[config.mk]
export PLATFORM = sky130hd
export DESIGN_NAME = res_readout_top
export DESIGN_NICKNAME = d
export VERILOG_FILES = /design/src/rtl/rr_pkg.sv /design/src/rtl/rr_slot_bank.sv /design/src/rtl/rr_hold_byte.sv /design/src/rtl/rr_read_mux.sv /design/src/rtl/res_readout_top.sv
export SDC_FILE = /design/constraint.sdc
export NUM_CORES = 1
export LEC_CHECK = 0
export ABC_CLOCK_PERIOD_IN_PS = 2750
export BUFFER_PORTS_ARGS = -buffer_cell sky130_fd_sc_hd__buf_2
export CORE_MARGIN = 1
export CORE_UTILIZATION = 30
export CTS_CLUSTER_DIAMETER = 30
export DETAILED_ROUTE_END_ITERATION = 8
export GPL_TIMING_DRIVEN = 0
export HOLD_SLACK_MARGIN = 0.1
export PLACE_DENSITY = 0.47
export SLEW_MARGIN = 20
export SYNTH_ARGS = -nofsm -noshare
export SYNTH_HDL_FRONTEND = slang
export SYNTH_SLANG_ARGS = --single-unit
[constraint.sdc]
create_clock -name clk -period 2.75 [get_ports clk]
set_input_delay 0.55 -clock clk [delete_from_list [all_inputs] [get_ports clk]]
set_output_delay 0.55 -clock clk [all_outputs]
set_load 0.01 [all_outputs]
[src/rtl/rr_pkg.sv]
package rr_pkg;
  localparam int unsigned RR_BYTE_W = 8;
  localparam int unsigned RR_WORD_W = 2 * RR_BYTE_W;

  typedef logic [RR_BYTE_W-1:0] byte_t;
  typedef logic [RR_WORD_W-1:0] word_t;

  typedef enum logic {HALF_UPPER = 1'b0, HALF_LOWER = 1'b1} half_e;

  function automatic byte_t upper_half(input word_t w);
    return w[RR_WORD_W-1:RR_BYTE_W];
  endfunction

  function automatic byte_t lower_half(input word_t w);
    return w[RR_BYTE_W-1:0];
  endfunction

  function automatic half_e half_of(input logic addr_lsb);
    return addr_lsb ? HALF_LOWER : HALF_UPPER;
  endfunction
endpackage

[src/rtl/rr_slot_bank.sv]
module rr_slot_bank
  import rr_pkg::*;
#(
  parameter int unsigned NUM_SLOTS = 4,
  localparam int unsigned SEL_W = $clog2(NUM_SLOTS)
) (
  input  logic                            clk,
  input  logic                            rst_n,
  input  logic                            ld_en,
  input  logic [SEL_W-1:0]                ld_sel,
  input  word_t                           ld_word,
  input  logic [SEL_W-1:0]                rd_sel,
  output word_t                           rd_word,
  output logic [NUM_SLOTS*RR_WORD_W-1:0]  bank_flat
);
  word_t slot_q [NUM_SLOTS];

  for (genvar i = 0; i < NUM_SLOTS; i++) begin : g_slot
    logic hit;
    assign hit = ld_en && (ld_sel == SEL_W'(i));
    always_ff @(posedge clk) begin
      if (!rst_n)   slot_q[i] <= '0;
      else if (hit) slot_q[i] <= ld_word;
    end
    assign bank_flat[i*RR_WORD_W +: RR_WORD_W] = slot_q[i];
  end

  assign rd_word = slot_q[rd_sel];
endmodule

[src/rtl/rr_hold_byte.sv]
module rr_hold_byte
  import rr_pkg::*;
(
  input  logic  clk,
  input  logic  rst_n,
  input  logic  capture,
  input  byte_t din,
  output byte_t q
);
  always_ff @(posedge clk) begin
    if (!rst_n)        q <= '0;
    else if (capture)  q <= din;
  end
endmodule

[src/rtl/rr_read_mux.sv]
module rr_read_mux
  import rr_pkg::*;
(
  input  logic  rd_evt,
  input  half_e half,
  input  word_t live_word,
  input  byte_t hold_q,
  output byte_t rdata
);
  always_comb begin
    rdata = '0;
    if (rd_evt) begin
      unique case (half)
        HALF_UPPER: rdata = upper_half(live_word);
        HALF_LOWER: rdata = hold_q;
        default:    rdata = '0;
      endcase
    end
  end
endmodule

[src/rtl/res_readout_top.sv]
module res_readout_top
  import rr_pkg::*;
#(
  parameter int unsigned NUM_SLOTS = 4,
  localparam int unsigned SEL_W  = $clog2(NUM_SLOTS),
  localparam int unsigned ADDR_W = SEL_W + 1
) (
  input  logic                 clk,
  input  logic                 rst_n,
  input  logic                 cnv_we,
  input  logic [SEL_W-1:0]     cnv_sel,
  input  logic [RR_WORD_W-1:0] cnv_data,
  input  logic                 host_rd,
  input  logic                 host_wr,
  input  logic [ADDR_W-1:0]    host_addr,
  output logic [RR_BYTE_W-1:0] host_rdata
);
  // decoded host events, named for the checker
  logic                          rd_evt;
  logic                          hi_rd_evt;
  logic                          lo_rd_evt;
  half_e                         half;
  logic [SEL_W-1:0]              rd_sel;
  word_t                         sel_word;
  byte_t                         hold_q;
  logic [NUM_SLOTS*RR_WORD_W-1:0] bank_flat;

  assign rd_evt    = host_rd && !host_wr;
  assign half      = half_of(host_addr[0]);
  assign rd_sel    = host_addr[ADDR_W-1:1];
  assign hi_rd_evt = rd_evt && (half == HALF_UPPER);
  assign lo_rd_evt = rd_evt && (half == HALF_LOWER);

  rr_slot_bank #(.NUM_SLOTS(NUM_SLOTS)) u_bank (
    .clk      (clk),
    .rst_n    (rst_n),
    .ld_en    (cnv_we),
    .ld_sel   (cnv_sel),
    .ld_word  (cnv_data),
    .rd_sel   (rd_sel),
    .rd_word  (sel_word),
    .bank_flat(bank_flat)
  );

  rr_hold_byte u_hold (
    .clk    (clk),
    .rst_n  (rst_n),
    .capture(hi_rd_evt),
    .din    (lower_half(sel_word)),
    .q      (hold_q)
  );

  rr_read_mux u_mux (
    .rd_evt   (rd_evt),
    .half     (half),
    .live_word(sel_word),
    .hold_q   (hold_q),
    .rdata    (host_rdata)
  );
endmodule

==> Word-level counts from Yosys, hierarchy flattened <==
Memories as Yosys holds them, arrays and structs flattened.
Index checks and enable logic that the tools add are counted.
{ "totals": {"regBits": 8, "mem_bits_rw": 64, "inputBits": 26, "elab_cells": 38, "mem_count": 1} }
{ "mem_list": {"columns": ["memory", "words", "word_bits", "read_ports", "rd_clocked_by_memory_dff", "write_ports", "line", "text"], "rows": [
  ["u_bank.slot_q", 4, 16, 1, 0, 4, "rr_slot_bank.sv:16", "word_t slot_q [NUM_SLOTS];"]
]} }
{ "classes": {"eq_ne": 3, "muxes": 20, "bitwise_logic": 5, "n_reduce_logical": 8} }
{ "op_table": {"columns": ["cell", "n"], "rows": [
  ["16-bit two-way mux", 4],
  ["8-bit case mux with 2 select lines", 1],
  ["1-bit two-way mux", 14],
  ["8-bit two-way mux", 1],
  ["1-bit logical AND", 6],
  ["2-bit equality test, second input constant", 2],
  ["1-bit bitwise OR", 4],
  ["2-bit by 1-bit equality test with 1-bit output, second input constant", 1],
  ["2-bit logical NOT", 1],
  ["1-bit logical NOT", 1],
  ["1-bit inverter", 1]
]} }

==> Depth between registers and ports, before layout <==
{ "depth": {"ltp_word": 6, "ltp_mapped": 4, "mapped_depth_nobuf": 2} }

==> Cells and area by module <==
Synthesis repeated with hierarchy kept, for this count alone.
{ "unflattened": {"cells_unflattened": 207, "hier_area_um2": 3305.7} }
{ "by_module_without_submodules": {"columns": ["module", "instances", "cells_each", "area_per_inst_um2", "seq_area_each_um2"], "rows": [
  ["rr_slot_bank", 1, 163, 2844.0, 1921.8],
  ["rr_hold_byte", 1, 25, 301.5, 160.2],
  ["rr_read_mux", 1, 17, 141.4, 0.0],
  ["res_readout_top", 1, 2, 18.8, 0.0]
]} }

==> Worst setup path after synthesis <==
No wires, ideal clock.
{ "synth_path": {"path_kind": "input to register", "from": "input cnv_sel[1]", "to": "memory u_bank.slot_q[1][0] (netlist bit), enable pin", "setup_time_ps": 411, "t_arrival_ps": 1865, "required_ps": 2339, "setup_slack_ps": 473, "path_stages": 2, "path_buffers": 0, "cell_sequence": "nand2b_1 -> o21ai_0"} }
{ "synth_rtl": {"columns": ["element", "line", "text"], "rows": [
  ["from (decl)", "res_readout_top.sv:11", "input logic [SEL_W-1:0] cnv_sel,"],
  ["to (decl)", "rr_slot_bank.sv:16", null]
]} }

==> Worst setup path after layout <==
{ "layout_path": {"from": "input host_addr[2]", "to": "output host_rdata[6]"} }
{ "layout_via": {"elab_chain_cells": 3} }
{ "layout_rtl": {"columns": ["element", "line", "text"], "rows": [
  ["from (decl)", "res_readout_top.sv:15", "input logic [ADDR_W-1:0] host_addr,"],
  ["memory read 4 x 16 bit", null, null],
  ["8-bit case mux with 2 select lines", "rr_read_mux.sv:13", "unique case (half)"],
  ["8-bit two-way mux", "rr_read_mux.sv:12", "if (rd_evt) begin"],
  ["to (decl)", "res_readout_top.sv:16", "output logic [RR_BYTE_W-1:0] host_rdata"]
]} }
No other way between the ends.

==> impl_metrics.ini <==
[status]
status = completed

[clock_network]
ctsResizeCount = 0
clk_pin_slew_ns = 0.08
post_cts_buffers = 0
cts_buffers = 9
hold_buffers = 0
root_buffer = clkbuf_8
clk_latency_ns = 0.34
cts.sinks = 72
clock_path_buffers = 2
htreeDepth = 3
cts_tree = yes

[timing]
hold_viol_final = 0
tightestPinTransition_ns = 0.709
maxSlewHeadroom_pct = 52.7
maxSlewViolCount = 0
worst_clock_skew_ns = 0.00452
rsz0062_at_grt = false
clock.fmax_ghz = 0.400
fin_crit_sh_pct = 90.9
period_needed_ns = 2.50
finalSetupViolCount = 0

[place]
portBuffers = 30
place_congestion = 0.682
dp_cells = 380
hpwl_um = 5070

[power]
ir_drop_uv = 207
pwr_density_cell_nw_per_um2 = 612
p_leak_nw = 1.47
finalPower_mw = 2.39

[synth]
ys_top_cells_by_count = 64 x and2_1, 64 x edfxtp_1, 17 x nand2_1, 14 x mux4_1
synth_top_area_cell = edfxtp_1
synth_edf_count = 64
yosysWarnings = 0
syn_avg_cell_area_sq_um = 15.7
synth_fp_nets = 236
synth_area_sq_um = 3300
synth.ff_latch_count = 72
synth_seq_area_share_pct = 63.1
async_flop_share_pct = 0
synth.area.top_cells = edfxtp_1 58%, and2_1 12%, mux4_1 11%, dfxtp_1 4.9%, o2bb2ai_1 2.1%
synth_top_area_share_pct = 58.2
synth_ff_type = edfxtp_1
synthCells = 210
ys_types = 22

[routing]
top_layer = met4
route.met3.wl_um = 201
routed-via-count = 1876
drt_iter0_drc = 83
wirelength_um = 7370
ant_nets = 0
wl_met2_um = 3940
dr.pass1.iters = 4
drc_errors = 0
met1Wirelength_um = 3120
avgViaCountPerCell = 4.74
wire_per_inst_um = 18.6

[worst_setup_path]
required_ns = 2.20
path_buf_inv = 3
critical_path.top_delay_family = buffers and inverters
cp_cell_sequence = clkbuf_1 > buf_2 > mux4_2 > a2bb2o_4 > buf_2
critPathKind = primary input to output pin
cp_max_fo = 10
worst_path_most_repeated_cell = buf_2
crit_arrival_ns = 1.95
crit_slowest_cell = mux4_2
reg2reg_from = u_bank.slot_q[1][7]
critPathMaxStageDelay_ns = 0.36
start_kind = primary input
crit_path_end_kind = output pin
crit_path_start = host_addr[2]

[worst_hold_path]
hp-class = flop to flop
min_from = u_hold.q[4]

[global_route]
grt_pass1_wl_um = 11100
grt-ovfl-total = 0
grt_max_degree = 13
grt_pass1_vias = 2006
grtUsageTotal_pct = 13.9
antenna_found_initial = 0

[die]
start_util_pct = 31.4
rows = 37
dieArea_sq_um = 11400
die_w_um = 107
fp.dieH_um = 107
coreArea_sq_um = 10500
pin_count = 34

[layout]
final-instance-count-excl-fill = 396
antenna_cells = 0
fin_nets = 281
syn_to_final_growth_pct = 18.2
drive_gt1_share_pct = 24.2

[job]
drv_cap = 0
[path summary, 6_finish.rpt]
kind | end | slack, ns | cells after the start
worst min register to register | u_hold.q[4] | 0.47 | 2
worst min-delay path | u_hold.q[4] | 0.47 | 2
worst max-delay path | host_rdata[6] | 0.25 | 5
worst max register to register | u_hold.q[7] | 1.60 | 2
[flip-flops by register name, indices dropped and copies added, names as in the netlist]
name,flops
u_bank.slot_q,64
u_hold.q,8
[routing by layer]
metal | up-vias | track usage (%)
li1 | 889 | -
met1 | 947 | 15.7
met2 | 33 | 25.2
met3 | 7 | 2.80
met4 | 0 | 6.16
met5 | - | 0
[stage by stage]
stage          TNS, ns  utilization (%)  cell area [sq um]  setup WS (ns)  hold WS [ns]
3_3_place_gp    -45.70             34.4               3620         -0.804         0.453
3_5_place_dp         0             35.1               3690          0.177         0.458
2_1_floorplan        0                -               3300          0.473         0.441
6_report             0             37.1               3900          0.252         0.466
4_1_cts              0             37.1               3900          0.177         0.470
5_1_grt              0             37.1               3900          0.135         0.496
[logic make-up (layout without fill, tap and decap cells)]
family                 count (synthesis)  count (layout)  share of synthesized area [%]
multiplexers                          16              16                           12.5
AO/OA/AOI/OAI                         20              20                           5.76
flip-flops                            72              72                           63.1
buffers and inverters                 13              63                           2.39
AND/OR/NAND/NOR                       89              89                           16.2
[worst register-to-register path, delay by kind of cell (launching register included)]
kind | cells | cell delay (ns)
AOI/OAI and AO/OA | 1 | 0.14
DFF | 1 | 0.37
muxes | 1 | 0.53
[final cells by class]
cell class | instances | area (sq um)
clock buffer | 9 | 124
buffer | 12 | 75.1
sequential | 72 | 2080
multi-input combinational | 125 | 1150
timing repair buffer | 34 | 206
inverter | 1 | 3.75
fill | 1008 | 6610
clock inverter | 7 | 86.3
tap | 136 | 170
[cells in the final DEF, fill, tap and decap left out]
cell type,n
buf_2,32
mux4_1,14
clkinvlp_4,1
edfxtp_1,64
clkinv_2,3
nor4bb_1,1
inv_1,1
and2_1,64
o2bb2ai_1,8
and4_1,1
and4bb_2,1
nand2_1,17
nor3b_1,1
o21ai_2,4
a2bb2o_4,2
buf_8,3
clkbuf_8,9
mux4_2,2
clkinv_1,1
and4b_1,2
a2bb2o_1,6
clkbuf_1,7
buf_6,2
bufinv_16,2
buf_12,1
nand2b_1,2
buf_4,1
dfxtp_1,8
[where the power goes]
| group | total, mW | leakage [nW] | internal [mW] | switching, mW |
|---|---|---|---|---|
| combinational | 0.199 | 0.672 | 0.0945 | 0.105 |
| sequential | 1.28 | 0.695 | 1.27 | 0.0164 |
| clock | 0.908 | 0.106 | 0.503 | 0.405 |
| total | 2.39 | 1.47 | 1.86 | 0.526 |
No activity file was read; power rests on OpenSTA's default activity.
